==> src/rtl/ow_mon_pkg.sv <==
package ow_mon_pkg;

  typedef enum logic [2:0] {
    LK_IDLE      = 3'd0,
    LK_SAMPLE    = 3'd1,
    LK_WAIT_HIGH = 3'd2,
    LK_PRES      = 3'd3,
    LK_PRES_END  = 3'd4
  } link_state_e;

  typedef enum logic [1:0] {
    NW_OFF     = 2'd0,
    NW_COLLECT = 2'd1,
    NW_DONE    = 2'd2
  } net_state_e;

  typedef enum logic [2:0] {
    CK_READ     = 3'd0,
    CK_SKIP     = 3'd1,
    CK_MATCH    = 3'd2,
    CK_SEARCH   = 3'd3,
    CK_OD_SKIP  = 3'd4,
    CK_OD_MATCH = 3'd5,
    CK_UNKNOWN  = 3'd7
  } cmd_kind_e;

  function automatic cmd_kind_e classify_cmd(input logic [7:0] b);
    cmd_kind_e k;
    case (b)
      8'h33, 8'h0F: k = CK_READ;
      8'hCC:        k = CK_SKIP;
      8'h55:        k = CK_MATCH;
      8'hF0:        k = CK_SEARCH;
      8'h3C:        k = CK_OD_SKIP;
      8'h69:        k = CK_OD_MATCH;
      default:      k = CK_UNKNOWN;
    endcase
    return k;
  endfunction

endpackage

==> src/rtl/ow_line_sync.sv <==
module ow_line_sync #(
  parameter int STAGES = 2
) (
  input  logic clk,
  input  logic rst_n,
  input  logic din,
  output logic dout
);
  logic [STAGES-1:0] chain;

  generate
    if (STAGES == 1) begin : g_single
      always_ff @(posedge clk or negedge rst_n) begin
        if (!rst_n) chain <= '1;
        else        chain <= din;
      end
    end else begin : g_multi
      always_ff @(posedge clk or negedge rst_n) begin
        if (!rst_n) chain <= '1;
        else        chain <= {chain[STAGES-2:0], din};
      end
    end
  endgenerate

  assign dout = chain[STAGES-1];
endmodule

==> src/rtl/ow_halft_timer.sv <==
module ow_halft_timer #(
  parameter int HALF_T_CLKS = 15,
  parameter int RST_HALVES  = 16,
  parameter int HCNT_W      = 5
) (
  input  logic              clk,
  input  logic              rst_n,
  input  logic              restart,
  output logic [HCNT_W-1:0] hcnt,
  output logic              over_rst
);
  localparam int PCNT_W = (HALF_T_CLKS > 1) ? $clog2(HALF_T_CLKS) : 1;
  localparam logic [PCNT_W-1:0] PCNT_LAST = PCNT_W'(HALF_T_CLKS - 1);
  localparam logic [HCNT_W-1:0] HCNT_SAT  = '1;
  localparam logic [HCNT_W-1:0] HCNT_RST  = HCNT_W'(RST_HALVES);

  logic [PCNT_W-1:0] pcnt;

  always_ff @(posedge clk or negedge rst_n) begin
    if (!rst_n) begin
      pcnt <= '0;
      hcnt <= '0;
    end else if (restart) begin
      pcnt <= '0;
      hcnt <= '0;
    end else if (pcnt == PCNT_LAST) begin
      pcnt <= '0;
      if (hcnt != HCNT_SAT) hcnt <= hcnt + 1'b1;
    end else begin
      pcnt <= pcnt + 1'b1;
    end
  end

  // elapsed clocks = hcnt*HALF_T_CLKS + pcnt; true when strictly past 8T
  assign over_rst = (hcnt > HCNT_RST) || ((hcnt == HCNT_RST) && (pcnt != '0));

  p_restart_zero_r2: assert property (@(posedge clk) disable iff (!rst_n)
    restart |=> (hcnt == '0));

  p_hcnt_monotone_r4: assert property (@(posedge clk) disable iff (!rst_n)
    !restart |=> (hcnt >= $past(hcnt)));
endmodule

==> src/rtl/ow_link_fsm.sv <==
module ow_link_fsm
  import ow_mon_pkg::*;
#(
  parameter int SAMPLE_HALVES = 2,
  parameter int PRES_HALVES   = 5,
  parameter int HCNT_W        = 5
) (
  input  logic              clk,
  input  logic              rst_n,
  input  logic              line_s,
  input  logic [HCNT_W-1:0] hcnt,
  input  logic              over_rst,
  output logic              restart,
  output logic              rst_evt,
  output logic              pres_evt,
  output logic              pres_found,
  output logic              bit_evt,
  output logic              bit_val
);
  localparam logic [HCNT_W-1:0] HC_SAMPLE = HCNT_W'(SAMPLE_HALVES);
  localparam logic [HCNT_W-1:0] HC_PRES   = HCNT_W'(PRES_HALVES);

  link_state_e state, state_nx;
  logic take_bit, take_pres, saw_reset;

  always_comb begin
    state_nx  = state;
    restart   = 1'b0;
    take_bit  = 1'b0;
    take_pres = 1'b0;
    saw_reset = 1'b0;
    case (state)
      LK_IDLE: begin
        if (!line_s) begin
          restart  = 1'b1;
          state_nx = LK_SAMPLE;
        end
      end
      LK_SAMPLE: begin
        if (hcnt == HC_SAMPLE) begin
          take_bit = 1'b1;
          state_nx = line_s ? LK_IDLE : LK_WAIT_HIGH;
        end
      end
      LK_WAIT_HIGH: begin
        if (line_s) begin
          if (over_rst) begin
            saw_reset = 1'b1;
            restart   = 1'b1;
            state_nx  = LK_PRES;
          end else begin
            state_nx  = LK_IDLE;
          end
        end
      end
      LK_PRES: begin
        if (hcnt == HC_PRES) begin
          take_pres = 1'b1;
          state_nx  = line_s ? LK_IDLE : LK_PRES_END;
        end
      end
      LK_PRES_END: begin
        if (line_s) state_nx = LK_IDLE;
      end
      default: state_nx = LK_IDLE;
    endcase
  end

  always_ff @(posedge clk or negedge rst_n) begin
    if (!rst_n) begin
      state      <= LK_IDLE;
      rst_evt    <= 1'b0;
      pres_evt   <= 1'b0;
      pres_found <= 1'b0;
      bit_evt    <= 1'b0;
      bit_val    <= 1'b0;
    end else begin
      state    <= state_nx;
      rst_evt  <= saw_reset;
      pres_evt <= take_pres;
      bit_evt  <= take_bit;
      if (take_pres) pres_found <= ~line_s;
      if (take_bit)  bit_val    <= line_s;
    end
  end

  p_link_exclusive_r12: assert property (@(posedge clk) disable iff (!rst_n)
    $countones({rst_evt, pres_evt, bit_evt}) <= 1);

  p_reset_needs_long_low_r4: assert property (@(posedge clk) disable iff (!rst_n)
    rst_evt |-> $past(over_rst));

  p_reset_then_presence_r5: assert property (@(posedge clk) disable iff (!rst_n)
    rst_evt |-> (state == LK_PRES));

  p_bit_single_r12: assert property (@(posedge clk) disable iff (!rst_n)
    bit_evt |=> !bit_evt);

  p_pres_end_no_reset_r6: assert property (@(posedge clk) disable iff (!rst_n)
    ($past(state) == LK_PRES_END) |-> !rst_evt);
endmodule

==> src/rtl/ow_cmd_layer.sv <==
module ow_cmd_layer
  import ow_mon_pkg::*;
#(
  parameter int CMD_BITS = 8
) (
  input  logic                clk,
  input  logic                rst_n,
  input  logic                bus_reset,
  input  logic                bit_evt,
  input  logic                bit_val,
  output logic                cmd_valid,
  output logic [CMD_BITS-1:0] cmd_byte,
  output logic [2:0]          cmd_kind
);
  localparam int CNT_W = $clog2(CMD_BITS + 1);
  localparam logic [CNT_W-1:0] LAST_BIT = CNT_W'(CMD_BITS - 1);

  net_state_e          state;
  logic [CNT_W-1:0]    nbits;
  logic [CMD_BITS-1:0] shreg;
  logic [CMD_BITS-1:0] shreg_nx;

  assign shreg_nx = {bit_val, shreg[CMD_BITS-1:1]};

  always_ff @(posedge clk or negedge rst_n) begin
    if (!rst_n) begin
      state     <= NW_OFF;
      nbits     <= '0;
      shreg     <= '0;
      cmd_valid <= 1'b0;
      cmd_byte  <= '0;
      cmd_kind  <= 3'd0;
    end else begin
      cmd_valid <= 1'b0;
      if (bus_reset) begin
        state <= NW_COLLECT;
        nbits <= '0;
        shreg <= '0;
      end else if (bit_evt && state == NW_COLLECT) begin
        shreg <= shreg_nx;
        if (nbits == LAST_BIT) begin
          state     <= NW_DONE;
          nbits     <= '0;
          cmd_valid <= 1'b1;
          cmd_byte  <= shreg_nx;
          cmd_kind  <= 3'(classify_cmd(8'(shreg_nx)));
        end else begin
          nbits <= nbits + 1'b1;
        end
      end
    end
  end

  p_cmd_follows_bit_r8: assert property (@(posedge clk) disable iff (!rst_n)
    cmd_valid |-> $past(bit_evt));

  p_cmd_single_r12: assert property (@(posedge clk) disable iff (!rst_n)
    cmd_valid |=> !cmd_valid);

  p_off_silent_r7: assert property (@(posedge clk) disable iff (!rst_n)
    (state == NW_OFF) |=> !cmd_valid);

  p_done_silent_r10: assert property (@(posedge clk) disable iff (!rst_n)
    (state == NW_DONE && !bus_reset) |=> !cmd_valid);
endmodule

==> src/rtl/ow_bus_monitor.sv <==
module ow_bus_monitor #(
  parameter int HALF_T_CLKS   = 15,
  parameter int SYNC_STAGES   = 2,
  parameter int SAMPLE_HALVES = 2,
  parameter int RST_HALVES    = 16,
  parameter int PRES_HALVES   = 5
) (
  input  logic       clk,
  input  logic       rst_n,
  input  logic       bus_line,
  output logic       rst_evt,
  output logic       pres_evt,
  output logic       pres_found,
  output logic       bit_evt,
  output logic       bit_val,
  output logic       cmd_valid,
  output logic [7:0] cmd_byte,
  output logic [2:0] cmd_kind
);
  localparam int HCNT_W = $clog2(RST_HALVES + 2) + 1;

  logic              line_s;
  logic              restart;
  logic              over_rst;
  logic [HCNT_W-1:0] hcnt;

  ow_line_sync #(.STAGES(SYNC_STAGES)) u_sync (
    .clk (clk),
    .rst_n (rst_n),
    .din (bus_line),
    .dout (line_s)
  );

  ow_halft_timer #(
    .HALF_T_CLKS (HALF_T_CLKS),
    .RST_HALVES  (RST_HALVES),
    .HCNT_W      (HCNT_W)
  ) u_timer (
    .clk      (clk),
    .rst_n    (rst_n),
    .restart  (restart),
    .hcnt     (hcnt),
    .over_rst (over_rst)
  );

  ow_link_fsm #(
    .SAMPLE_HALVES (SAMPLE_HALVES),
    .PRES_HALVES   (PRES_HALVES),
    .HCNT_W        (HCNT_W)
  ) u_link (
    .clk        (clk),
    .rst_n      (rst_n),
    .line_s     (line_s),
    .hcnt       (hcnt),
    .over_rst   (over_rst),
    .restart    (restart),
    .rst_evt    (rst_evt),
    .pres_evt   (pres_evt),
    .pres_found (pres_found),
    .bit_evt    (bit_evt),
    .bit_val    (bit_val)
  );

  ow_cmd_layer #(.CMD_BITS(8)) u_cmd (
    .clk       (clk),
    .rst_n     (rst_n),
    .bus_reset (rst_evt),
    .bit_evt   (bit_evt),
    .bit_val   (bit_val),
    .cmd_valid (cmd_valid),
    .cmd_byte  (cmd_byte),
    .cmd_kind  (cmd_kind)
  );
endmodule

==> config.mk <==
export PLATFORM = sky130hd
export DESIGN_NAME = ow_bus_monitor
export DESIGN_NICKNAME = d
export VERILOG_FILES = /design/src/rtl/ow_mon_pkg.sv /design/src/rtl/ow_line_sync.sv /design/src/rtl/ow_halft_timer.sv /design/src/rtl/ow_link_fsm.sv /design/src/rtl/ow_cmd_layer.sv /design/src/rtl/ow_bus_monitor.sv
export SDC_FILE = /design/constraint.sdc
export NUM_CORES = 1
export LEC_CHECK = 0
export ABC_CLOCK_PERIOD_IN_PS = 1900
export BUFFER_PORTS_ARGS = -buffer_cell sky130_fd_sc_hd__buf_2
export CAP_MARGIN = 30
export CORE_UTILIZATION = 45
export DETAILED_ROUTE_END_ITERATION = 7
export PLACE_DENSITY = 0.67
export SLEW_MARGIN = 20
export SYNTH_ARGS = -nofsm -noshare
export SYNTH_HDL_FRONTEND = slang
export SYNTH_SLANG_ARGS = --single-unit
export TNS_END_PERCENT = 100
==> constraint.sdc <==
create_clock -name clk -period 1.9 [get_ports clk]
set_clock_uncertainty 0.1 [all_clocks]
set_input_delay 0.38 -clock clk [delete_from_list [all_inputs] [get_ports clk]]
set_output_delay 0.38 -clock clk [all_outputs]
set_load 0.01 [all_outputs]
==> summary by stage, run 1 <==
Clock network
The number of buffers added to fix hold violations after cts is 0. The buffer type at the clock tree root is sky130_fd_sc_hd__clkbuf_8. TritonCTS built the clock tree. The count of clock tree sinks is 45.

In this run the deepest clock path goes through 2 buffers. The maximum level of the CTS H-tree is 2. In this run, CTS created clock tree buffers numbering 5. After clock tree synthesis, the clock-pin slew on the worst setup and hold paths is 0.08 ns.

At the later pin of the worst-skew pair, clock insertion delay measures 0.29 ns.

Placed design
Once placement finished, the instance area stood at 2370 um2. The worst slack after detailed placement is 0.07135 ns. The placed wire-length estimate is 2577 um. Routability-driven placement finished with a final weighted congestion of 0.7949. Counting tap cells, the placed design contains a total of 262 instances. The number of buffer cells added on primary ports is 19.

Synthesis
In the post-synthesis netlist, the biggest area contributors are sky130_fd_sc_hd__dfrtp_1 49%, sky130_fd_sc_hd__ha_1 4.6%, sky130_fd_sc_hd__nor2_1 4.5%, sky130_fd_sc_hd__mux2i_1 3.7%, sky130_fd_sc_hd__mux2_2 3.6%. Summed over its instances, the top area cell type makes up 49.17% of the synthesized netlist area. The biggest area contributor in the post-synthesis netlist is sky130_fd_sc_hd__dfrtp_1. The Yosys step of the flow raised 0 warnings. Sequential elements use 51.57% of the synthesized area. The number of nets in the synthesized netlist is 200. Counting flops and latches in the post-synthesis netlist gives 45. The main flop type after synthesis is sky130_fd_sc_hd__dfrtp_1. The number of flops mapped to enable cells by yosys is 0.

The synthesized area per cell is 11.58 um2. Synthesis handed over a netlist of 189 instances. Summing every instance area after synthesis gives 2188 um2. In the synthesized netlist the async set-or-reset flop fraction comes to 100.0%. The number of unique standard cell types used by synthesis is 47.

Setup path
The kind of end point of the critical path is a flip-flop. Measured in cells, the most critical reg-to-reg path has a length of 5. The worst register-to-register path ends at u_cmd.cmd_byte[1]. Together, buffers and inverters on the worst path number 1. The startpoint identified for the worst register-to-register timing path is u_cmd.nbits[0]. STA classifies the critical path startpoint as a flip-flop.

The highest-delay cell along the critical path is sky130_fd_sc_hd__dfrtp_1. The required time at the worst-slack endpoint is 1.98 ns. The arrival time at the worst endpoint is 1.85 ns.

The critical path goes through ha_1, nand4b_4, nor4b_4, buf_12, mux2_2. By startpoint and endpoint, the worst setup path is classified as flip-flop to flip-flop. The largest stage delay on the critical path is 0.39 ns. Across all register-to-register paths, the minimum setup slack is 0.13 ns. Along the worst path, the maximum fanout reaches 15. The cell class contributing the biggest share of worst-path delay is simple AND/OR/NAND/NOR gates.

Route
The count of nets left with antenna violations once routing finished came out at 0. The total wire length is 3781 um. For this block, the initial DRC count from the detailed router was 57.

The number of vias per cell is 5.515. The routed wirelength normalized by instance count is 13.90 um. After detailed routing, the number of remaining DRC violations is 0. The first detailed-routing pass took 4 iterations. The routed layout has 1500 vias.

STA
Hold is met by 0.05496 ns. Setup repair after global routing left no endpoint under its margin. Counting I/O delays and the setup requirement, the final critical path takes 1.765 ns. In this run the tightest slew margin relative to its limit is 62.85%. The number of hold-slack violations in the final timing report is 0. The number of failing setup endpoints in the final timing report is 0.

The final count of pins violating max slew is 0. The upper clock frequency limit is 566.5 MHz. The share of the clock period used by the worst path is 92.90%. The worst setup margin is 0.1348 ns. The transition time at the pin with the least slew margin is 0.5572 ns. In the final timing run, aggregate negative setup slack is 0 ns.

Global route
The total overflow left after global routing is 0. Global routing used 4.219% of the available met3 tracks. The met1 track demand over resource in global routing is 19.40%.

Entering global routing, the biggest net connects 46 pins. The first global-routing pass estimated 6223 um of wire. Global routing used 15.57% of the available tracks across all layers. met2 is the most crowded layer.

For met2 alone, demand over resource in global routing was 26.83%. The initial antenna violation count is 0. The via count of the first global-routing pass is 1355.

Finish
Counting the fill cells in the layout gives 414. The number of antenna diodes in the final layout is 0. The area growth from synthesis to layout is 14.06%.

After the flow finishes, the layout carries non-filler instances totaling 272. After routing the design area is 2496 um2. The share of layout cells above drive strength 1 is 25.69%.

In the final design database the tool counted 228 nets. For this run, the share of the core covered by cells in the final layout is 53.20%.

Floorplanning
The die covers 5146 um2. The die is 71.74 um tall. In this run the core area contains 25 standard-cell rows. During I/O placement, the number of pins put on the boundary was 20.

The starting density of the core is 46.64%. The floorplan step set the die width to 71.74 um. The core region is 4692 um2.

Power and ir drop
The maximum VDD drop is 0.6189 mV. The cell internal power dissipation is 1.514 mW. The sequential share of power is 52.3%. For this design the total switching power over the nets is 0.6359 mW. The clock network is responsible for 26.3% of the overall power. The static leakage is 1.303 nW. For this design the ratio of total power to cell area is 861.4 nW/um2.

Combinational cells account for 21.4% of the total power. The switching portion of total power is 29.57%. The total design power is 2.150 mW.

Job
The number of maximum-capacitance violations is 0.

Hold path
The path class of the tightest hold or removal check is input port to async pin.

Status
The flow ran to the end, and the final reports show no timing, DRC or antenna violations.
power by group through the flow:
stage	clock network (mW)	logic, mW	registers, mW
after detailed placement	0	0.425	1.14
after global placement	0	0.413	1.14
after CTS	0.595	0.427	1.12
after floorplan	0	0.274	1.15
after global routing	0.626	0.519	1.14
final	0.565	0.461	1.12
how the worst max path moves through the flow:
| stage | cells after the start | slack, ns | from | endpoint |
|---|---|---|---|---|
| finish | 5 | 0.13 | u_cmd.nbits[0] | u_cmd.cmd_byte[1] |
| global route | 5 | 0.02 | u_cmd.nbits[0] | u_cmd.cmd_byte[4] |
| CTS | 6 | 0.07 | u_timer.hcnt[0] | u_timer.pcnt[1] |
| detailed placement | 6 | 0.07 | u_timer.hcnt[0] | u_link.state[0] |
| global placement | 6 | 0.15 | u_timer.hcnt[0] | u_link.state[0] |
| floorplan | 5 | 0.12 | u_cmd.nbits[0] | u_cmd.cmd_byte[5] |
cell families after synthesis:
logic type	after synthesis	share of synthesized area [%]
and+or+nand+nor	67	19.95
DFF	45	51.57
AOI/OAI and AO/OA	29	8.463
muxes	18	9.320
buffers and inverters	15	3.316
adders and majority gates	8	4.574
xor gates and xnor gates	7	2.802
final cells by class:
class	count	area (um2)	area share (%)
clock buffers	6	72.57	2.907
well taps	54	67.56	2.707
repair buffers	26	160.2	6.416
flip-flops and latches	45	1129	45.21
inverters	9	33.78	1.353
clock inverters	2	10.01	0.4010
multi-input cells	130	1023	41.00
Yosys cell counts (2+ instances only):
| library cell | count |
|---|---|
| sky130_fd_sc_hd__dfrtp_1 | 43 |
| sky130_fd_sc_hd__nor2_1 | 26 |
| sky130_fd_sc_hd__inv_1 | 9 |
| sky130_fd_sc_hd__a21oi_1 | 8 |
| sky130_fd_sc_hd__ha_1 | 8 |
| sky130_fd_sc_hd__mux2i_1 | 8 |
| sky130_fd_sc_hd__mux2_2 | 7 |
| sky130_fd_sc_hd__and3_1 | 6 |
| sky130_fd_sc_hd__o21ai_0 | 6 |
| sky130_fd_sc_hd__xor2_1 | 6 |
| sky130_fd_sc_hd__nor4bb_1 | 5 |
| sky130_fd_sc_hd__nand3_1 | 4 |
| sky130_fd_sc_hd__a31oi_1 | 3 |
| sky130_fd_sc_hd__and2_1 | 3 |
| sky130_fd_sc_hd__clkbuf_1 | 3 |
| sky130_fd_sc_hd__mux2_4 | 3 |
| sky130_fd_sc_hd__nand2_1 | 3 |
| sky130_fd_sc_hd__o211ai_1 | 3 |
| sky130_fd_sc_hd__and4b_1 | 2 |
| sky130_fd_sc_hd__buf_6 | 2 |
| sky130_fd_sc_hd__dfstp_2 | 2 |
| sky130_fd_sc_hd__nor2b_1 | 2 |
| sky130_fd_sc_hd__o2111ai_1 | 2 |
| sky130_fd_sc_hd__or4_1 | 2 |
metal layers:
layer	wire (um)	up-vias
met3	109	5
met2	1868	21
met1	1768	735
met5	0	-
li1	-	739
met4	35	0
flip-flops by register name, indices dropped and copies added, names as in the netlist:
register and cells:
u_link.bit_val 1, u_timer.pcnt 4, u_cmd.nbits 4, u_link.bit_evt 1, u_sync.chain 2, u_cmd.cmd_byte 8, u_cmd.shreg 7, u_link.pres_evt 1
u_timer.hcnt 6, u_cmd.cmd_kind 3, u_cmd.state 2, u_cmd.cmd_valid 1, u_link.rst_evt 1, u_link.pres_found 1, u_link.state 3
placed cells by master (no fill, tap or decap), types with 2 or more instances in the layout:
| cell type | n |
|---|---|
| sky130_fd_sc_hd__and4b_1 | 2 |
| sky130_fd_sc_hd__buf_4 | 6 |
| sky130_fd_sc_hd__o2111ai_1 | 2 |
| sky130_fd_sc_hd__buf_2 | 19 |
| sky130_fd_sc_hd__or4_1 | 2 |
| sky130_fd_sc_hd__dfstp_2 | 2 |
| sky130_fd_sc_hd__nor2b_1 | 2 |
| sky130_fd_sc_hd__ha_1 | 8 |
| sky130_fd_sc_hd__o21ai_0 | 6 |
| sky130_fd_sc_hd__mux2i_1 | 8 |
| sky130_fd_sc_hd__o211ai_1 | 3 |
| sky130_fd_sc_hd__clkinv_2 | 2 |
| sky130_fd_sc_hd__nor2_1 | 26 |
| sky130_fd_sc_hd__and3_1 | 5 |
| sky130_fd_sc_hd__nand3_1 | 4 |
| sky130_fd_sc_hd__a31oi_1 | 2 |
| sky130_fd_sc_hd__mux2_4 | 3 |
| sky130_fd_sc_hd__dfrtp_1 | 43 |
| sky130_fd_sc_hd__and2_1 | 3 |
| sky130_fd_sc_hd__a21oi_1 | 8 |
| sky130_fd_sc_hd__inv_1 | 9 |
| sky130_fd_sc_hd__mux2_2 | 7 |
| sky130_fd_sc_hd__clkbuf_8 | 5 |
| sky130_fd_sc_hd__nand2_1 | 3 |
| sky130_fd_sc_hd__xor2_1 | 6 |
| sky130_fd_sc_hd__nor4bb_1 | 5 |
repair_timing:
item	CTS	global route
setup endpoints to repair	0	11
hold endpoints to repair	0	0
buffers inserted	0	1
resized for setup	0	5
Note: power is estimated with default switching activity, not from simulation.
==> run 2, diff against run 1 <==
Settings changed: BUFFER_PORTS_ARGS -buffer_cell sky130_fd_sc_hd__buf_2 to unset, CORE_UTILIZATION 45 to 40, DONT_BUFFER_PORTS set to 1, PLACE_DENSITY 0.67 to 0.57.
==> summary by stage, run 2 (synthesis results as in run 1) <==
Status
The run finished with clean final reports.

Setup path
The critical path is of the flip-flop to flip-flop type. The required time at the worst-slack endpoint is 2.01 ns (+0.03 ns). The timing startpoint of the critical path is u_timer.hcnt[0]. The startpoint type of the worst setup path is a flip-flop. The buffer and inverter count on the worst path is 1 (unchanged). The startpoint identified for the worst register-to-register timing path is u_timer.hcnt[0]. The kind of end point of the critical path is a flip-flop. The arrival time at the worst endpoint is 1.91 ns (+0.06 ns). The maximum fanout count along the critical path was 6 (-9).

The largest stage delay on the critical path was 0.41 ns (+0.02 ns). The cell class contributing the biggest share of worst-path delay is compound AO/OA/AOI/OAI gates. For this design, the slowest cell found on the critical path is sky130_fd_sc_hd__dfrtp_1. Traced cell by cell, the critical path runs through inv_1, ha_1, nor4b_4, a31oi_2, a31o_4, nor3b_1.

Placed design
The routability congestion estimate is 0.8348 (+5.0%). The placed wire-length estimate is 2754 um (+6.9%). The instance area after placement was 2287 um2 (-3.5%). The cell count after placement was 258 (-1.5%).

The number of buffer cells added on primary ports is 0 (-19).

Route
The first-pass iteration count of the detailed router was 4 (unchanged). The number of routed nets with antenna violations is 0 (unchanged). The number of vias per cell is 5.367 (-2.7%). The vias after detailed routing is 1449 (-3.4%). The number of remaining DRC errors came to 0 (unchanged). The routed wirelength normalized by instance count came to 15.03 um (+8.1%).

The total wire length is 4059 um (+7.4%). The initial DRC count came to 74 (+30%).

Floorplanning
The height of the chip is 75.97 um (+5.9%). The cell row count is 26 (+4.0%). The number of I/O pins is 20 (unchanged). The starting density of the core is 42.31% (-4.3 points). The die outline width was 75.97 um (+5.9%). The area of the die was 5771 um2 (+12%). The placeable core region is 5172 um2 (+10%).

STA
The minimum period implied by the final worst setup slack is 1.791 ns (+0.02580 ns). The upper clock frequency limit came to 558.4 MHz (-1.4%). The transition time at the pin with the least slew margin is 0.5552 ns (-0.002051 ns). The worst slew slack as a fraction of its limit came to 62.65% (-0.20 points). The number of hold-slack violations in the final timing report was 0 (unchanged). The worst hold margin is 0.2599 ns (+0.2050 ns). The final count of pins violating max slew is 0 (unchanged). The number of failing setup endpoints in the final timing report was 0 (unchanged). The share of the clock period used by the worst path is 94.26% (+1.4 points).

Clock network
The buffer type at the clock tree root is sky130_fd_sc_hd__clkbuf_8. The clock-pin transition on the worst setup and hold timing paths is 0.08 ns (about the same). The maximum level of the CTS H-tree is 2 (unchanged).

The maximum count of clock buffers along a single path is 2 (unchanged). The number of buffers created by CTS is 5 (unchanged). The count of clock tree sinks is 45 (unchanged). TritonCTS built the clock tree. The source-to-sink clock delay at the later pin of the worst-skew pair is 0.30 ns (about the same).

Finish
Leaving out fill and tap cells, the most frequent cell in the layout is sky130_fd_sc_hd__dfrtp_1. The utilization after layout is 48.14% (-5.1 points). In the final layout, the registers with the most flip-flops are u_cmd.cmd_byte x8, u_cmd.shreg x7, u_timer.hcnt x6. The flip-flop count of the largest register after layout came to 8 (unchanged). The final net count came to 210 (-7.9%). The count of non-filler cells in the finished layout is 270 (-0.74%).

The total non-filler cell area in the finished layout is 2490 um2 (-0.25%). The diode insertion count for antenna repair came to 0 (unchanged). The fill cell total of the finished layout is 449 (+8.5%). The top cell types in the final layout, fill and taps aside, are 43 x sky130_fd_sc_hd__dfrtp_1, 26 x sky130_fd_sc_hd__nor2_1, 9 x sky130_fd_sc_hd__inv_1.

The share of layout cells above drive strength 1 is 17.00% (-8.7 points). From synthesis to final layout, the design area changed by 13.78%. More flip-flops sit in one register than any other, and that register is u_cmd.cmd_byte.

Power and ir drop
The maximum VDD drop is 0.4920 mV (-21%). The total design power is 2.359 mW (+9.7%). The power per unit of standard cell area came to 947.2 nW/um2 (+10%).

The static leakage is 1.234 nW (-5.4%).

Global route
The pin count of the biggest net entering global routing is 46 (unchanged). The first-pass GRT wire length is 7113 um (+14%). The initial antenna violation count is 0 (unchanged).

The aggregate global-route resource usage came to 15.48% (-0.097 points). The via count of the first global-routing pass came to 1482 (+9.4%). The total grt overflow came to 0 (unchanged).

Hold path
The worst hold path begins at u_sync.chain[0]. The path class of the tightest hold or removal check is flip-flop to flip-flop.

Job
The number of maximum-capacitance violations is 0 (unchanged).
[run 2: final cells by class]
type / instances / area, um2 / area share, %
sequential: 45 / 1129 / 45.33
multi-input combinational: 130 / 1026 / 41.21
timing repair buffer: 8 / 97.59 / 3.920
tap: 70 / 87.58 / 3.518
clock buffer: 7 / 86.33 / 3.467
inverter: 9 / 33.78 / 1.357
clock inverter: 1 / 30.03 / 1.206
[run 2: what timing repair did]
action	4_1_cts	5_1_grt
buffers inserted	0	0
endpoints found under the setup margin	0	7
hold buffers	3	0
endpoints found under the hold margin	46	0
gates resized for setup	0	4
[run 2: worst paths after layout]
check / to / slack, ns / depth (start not counted)
hold / removal: u_sync.chain[1] / 0.26 / 0
min in group asynchronous: u_cmd.nbits[3] / 0.47 / 2
setup reg to reg: u_timer.pcnt[1] / 0.11 / 6
setup / recovery: u_timer.pcnt[1] / 0.11 / 6
max in group asynchronous: u_sync.chain[0] / 0.96 / 2
hold reg to reg: u_sync.chain[1] / 0.26 / 0
[run 2: worst reg2reg max path: stages, from the launching register on]
cell	delay, ns
sky130_fd_sc_hd__dfrtp_1	0.41
sky130_fd_sc_hd__inv_1	0.13
sky130_fd_sc_hd__ha_1	0.18
sky130_fd_sc_hd__nor4b_4	0.20
sky130_fd_sc_hd__a31oi_2	0.17
sky130_fd_sc_hd__a31o_4	0.31
sky130_fd_sc_hd__nor3b_1	0.21
[run 2: layer usage]
| layer | wire [um] | global-route usage [%] |
|---|---|---|
| met4 | 112 | 8.654 |
| met5 | 0 | 0 |
| met2 | 2026 | 25.73 |
| met1 | 1841 | 19.09 |
| met3 | 79 | 2.651 |
[run 2: through the flow]
step | TNS (ns) | setup slack (ns)
2_1_floorplan | 0 | 0.1166
3_3_place_gp | 0 | 0.1396
3_5_place_dp | 0 | 0.02989
4_1_cts | 0 | 0.01374
5_1_grt | -0.0009057 | -0.0009057
6_report | 0 | 0.1090
[run 2: power breakdown]
group	total [mW]	internal, mW	switching (mW)
Clock	0.753	0.429	0.324
Combinational	0.472	0.223	0.249
Sequential	1.13	1.04	0.0908
==> run 3, diff against run 2 <==
Settings changed: GPL_TIMING_DRIVEN set to 1, RECOVER_POWER set to 50.
==> summary by stage, run 3 (synthesis results as in run 1) <==
Setup path
The maximum fanout count along the critical path is 6 (unchanged). The length in cells of the worst reg-to-reg path was 6 (unchanged). In this run the critical register-to-register path is captured at u_timer.pcnt[1].

The required time at the worst-slack endpoint is 2.01 ns (about the same). The reg-to-reg critical path startpoint is u_timer.hcnt[0]. The critical path ends at u_timer.pcnt[1].

The worst setup path is launched from a flip-flop. The arrival time at the worst endpoint is 1.91 ns (about the same). The timing startpoint of the critical path is u_timer.hcnt[0].

The critical path in this run is classified as flip-flop to flip-flop. The worst setup path is captured at a flip-flop. The reg-to-reg setup timing slack was 0.11 ns (about the same).

STA
The transition time at the pin with the least slew margin is 1.073 ns (+0.5175 ns). The upper clock frequency limit is 558.4 MHz (unchanged). The number of hold-slack violations in the final timing report came to 0 (unchanged). The minimum period implied by the final worst setup slack is 1.791 ns (unchanged). The worst hold margin is 0.2599 ns (unchanged). The worst slew slack as a fraction of its limit came to 28.49% (-34 points). The accumulated negative setup slack is 0 ns (unchanged). The number of failing setup endpoints in the final timing report is 0 (unchanged). The share of the clock period used by the worst path is 94.26% (unchanged). The final count of pins violating max slew is 0 (unchanged).

Finish
The largest registers in the layout are u_cmd.cmd_byte x8, u_cmd.shreg x7, u_timer.hcnt x6. The final net count is 210 (unchanged). The flip-flop count of the largest register after layout is 8 (unchanged). The total non-filler cell area in the finished layout is 2467 um2 (-0.90%). Relative to the synthesized area, the layout overhead comes to 12.75%. The most flop-heavy register is u_cmd.cmd_byte. The diode insertion count for antenna repair was 0 (unchanged). The most common cell after layout, fill and taps aside is sky130_fd_sc_hd__dfrtp_1. The count of non-filler cells in the finished layout came to 270 (unchanged).

The share of layout cells above drive strength 1 was 17.00% (unchanged). In the layout the commonest cells are 43 x sky130_fd_sc_hd__dfrtp_1, 26 x sky130_fd_sc_hd__nor2_1, 9 x sky130_fd_sc_hd__inv_1.

Global route
The initial antenna violation count is 0 (unchanged). The via count of the first global-routing pass was 1482 (unchanged). The aggregate global-route resource usage is 15.48% (unchanged). The total grt overflow is 0 (unchanged). The first-pass GRT wire length is 7113 um (unchanged). The pin count of the biggest net entering global routing is 46 (unchanged).

Floorplanning
The cell row count is 26 (unchanged). The die outline width is 75.97 um (unchanged). The area of the die is 5771 um2 (unchanged).

The height of the chip is 75.97 um (unchanged). The starting density of the core is 42.31% (unchanged). The placeable core region was 5172 um2 (unchanged). The number of I/O pins was 20 (unchanged).

Route
The first-pass iteration count of the detailed router came to 4 (unchanged). The vias after detailed routing came to 1449 (unchanged). The number of vias per cell was 5.367 (unchanged).

The routed wirelength normalized by instance count is 15.05 um (about the same). The number of remaining DRC errors was 0 (unchanged). The initial DRC count is 73 (-1.4%). The total wire length is 4063 um (about the same). The number of routed nets with antenna violations was 0 (unchanged).

Placed design
The number of buffer cells added on primary ports is 0 (unchanged). The routability congestion estimate was 0.8348 (unchanged). The instance area after placement was 2287 um2 (unchanged). The cell count after placement is 258 (unchanged). The placed wire-length estimate came to 2754 um (unchanged).

Clock network
The count of clock tree sinks is 45 (unchanged). The source-to-sink clock delay at the later pin of the worst-skew pair is 0.30 ns (about the same). The buffer count from post-CTS setup fixing is 0 (unchanged). The number of buffers created by CTS is 5 (unchanged). The tree is rooted in a sky130_fd_sc_hd__clkbuf_8. The maximum level of the CTS H-tree is 2 (unchanged). TritonCTS built the clock tree.

The clock-pin transition on the worst setup and hold timing paths is 0.08 ns (about the same). The maximum count of clock buffers along a single path was 2 (unchanged).

Power and ir drop
The maximum VDD drop is 0.4919 mV (about the same). The total design power is 2.352 mW (-0.27%). The power per unit of standard cell area came to 953.3 nW/um2 (+0.64%). The static leakage is 1.225 nW (-0.69%).

Job
The number of maximum-capacitance violations is 0 (unchanged).

Hold path
In this run the worst hold path is classified as flip-flop to flip-flop.

Status
The flow ran to the end, and the final reports show no timing, DRC or antenna violations.
-- run 3: changes by cell type in the layout (fill, tap and decap cells not counted) --
cell and delta:
sky130_fd_sc_hd__clkbuf_2 +1, sky130_fd_sc_hd__buf_16 -1
-- run 3: layout make-up --
type                       count  area (um2)
clock buffer                   7       86.33
sequential                    45        1129
tap                           70       87.58
fill                         452        2705
multi-input combinational    130        1026
inverter                       9       33.78
clock inverter                 1       30.03
timing repair buffer           8       75.07
-- run 3: where the power goes --
| part | switching, mW | internal (mW) | leakage, nW |
|---|---|---|---|
| sequential | 0.0908 | 1.04 | 0.609 |
| clock | 0.324 | 0.429 | 0.0585 |
| combinational | 0.248 | 0.217 | 0.557 |
-- run 3: critical path, stage by stage (launching register included) --
cell and delay [ns]:
sky130_fd_sc_hd__dfrtp_1 0.41, sky130_fd_sc_hd__inv_1 0.13, sky130_fd_sc_hd__ha_1 0.18, sky130_fd_sc_hd__nor4b_4 0.20
sky130_fd_sc_hd__a31oi_2 0.17, sky130_fd_sc_hd__a31o_4 0.31, sky130_fd_sc_hd__nor3b_1 0.20
-- run 3: worst min path at each step --
stage	startpoint	cells past startpoint	slack, ns	to
finish	u_sync.chain[0]	0	0.26	u_sync.chain[1]
global route	u_sync.chain[0]	0	0.27	u_sync.chain[1]
CTS	u_sync.chain[0]	0	0.26	u_sync.chain[1]
detailed placement	rst_n	0	-0.01	u_cmd.nbits[1]
global placement	rst_n	0	-0.01	u_cmd.nbits[1]
floorplan	rst_n	0	-0.02	u_cmd.cmd_byte[0]
-- run 3: timing repair --
item                                    in CTS  in global routing
hold endpoints to repair                    46                  0
hold buffers                                 3                  0
resized for setup                            0                  4
endpoints found under the setup margin       0                  7
-- run 3: per-layer routing --
layer / up-vias / share of wire [%] / global-route usage [%]
met5: - / 0 / 0
met1: 720 / 45 / 19.09
met4: 0 / 2.8 / 8.654
met3: 9 / 1.9 / 2.651
li1: 703 / - / -
met2: 17 / 50 / 25.73
-- run 3: per-stage QoR --
| stage | setup slack (ns) | utilization, % |
|---|---|---|
| after floorplan | 0.1166 | - |
| after global placement | 0.1396 | 44.22 |
| after detailed placement | 0.02989 | 44.22 |
| after CTS | 0.01374 | 47.39 |
| after global routing | -0.0009057 | 47.70 |
| final | 0.1090 | 47.70 |
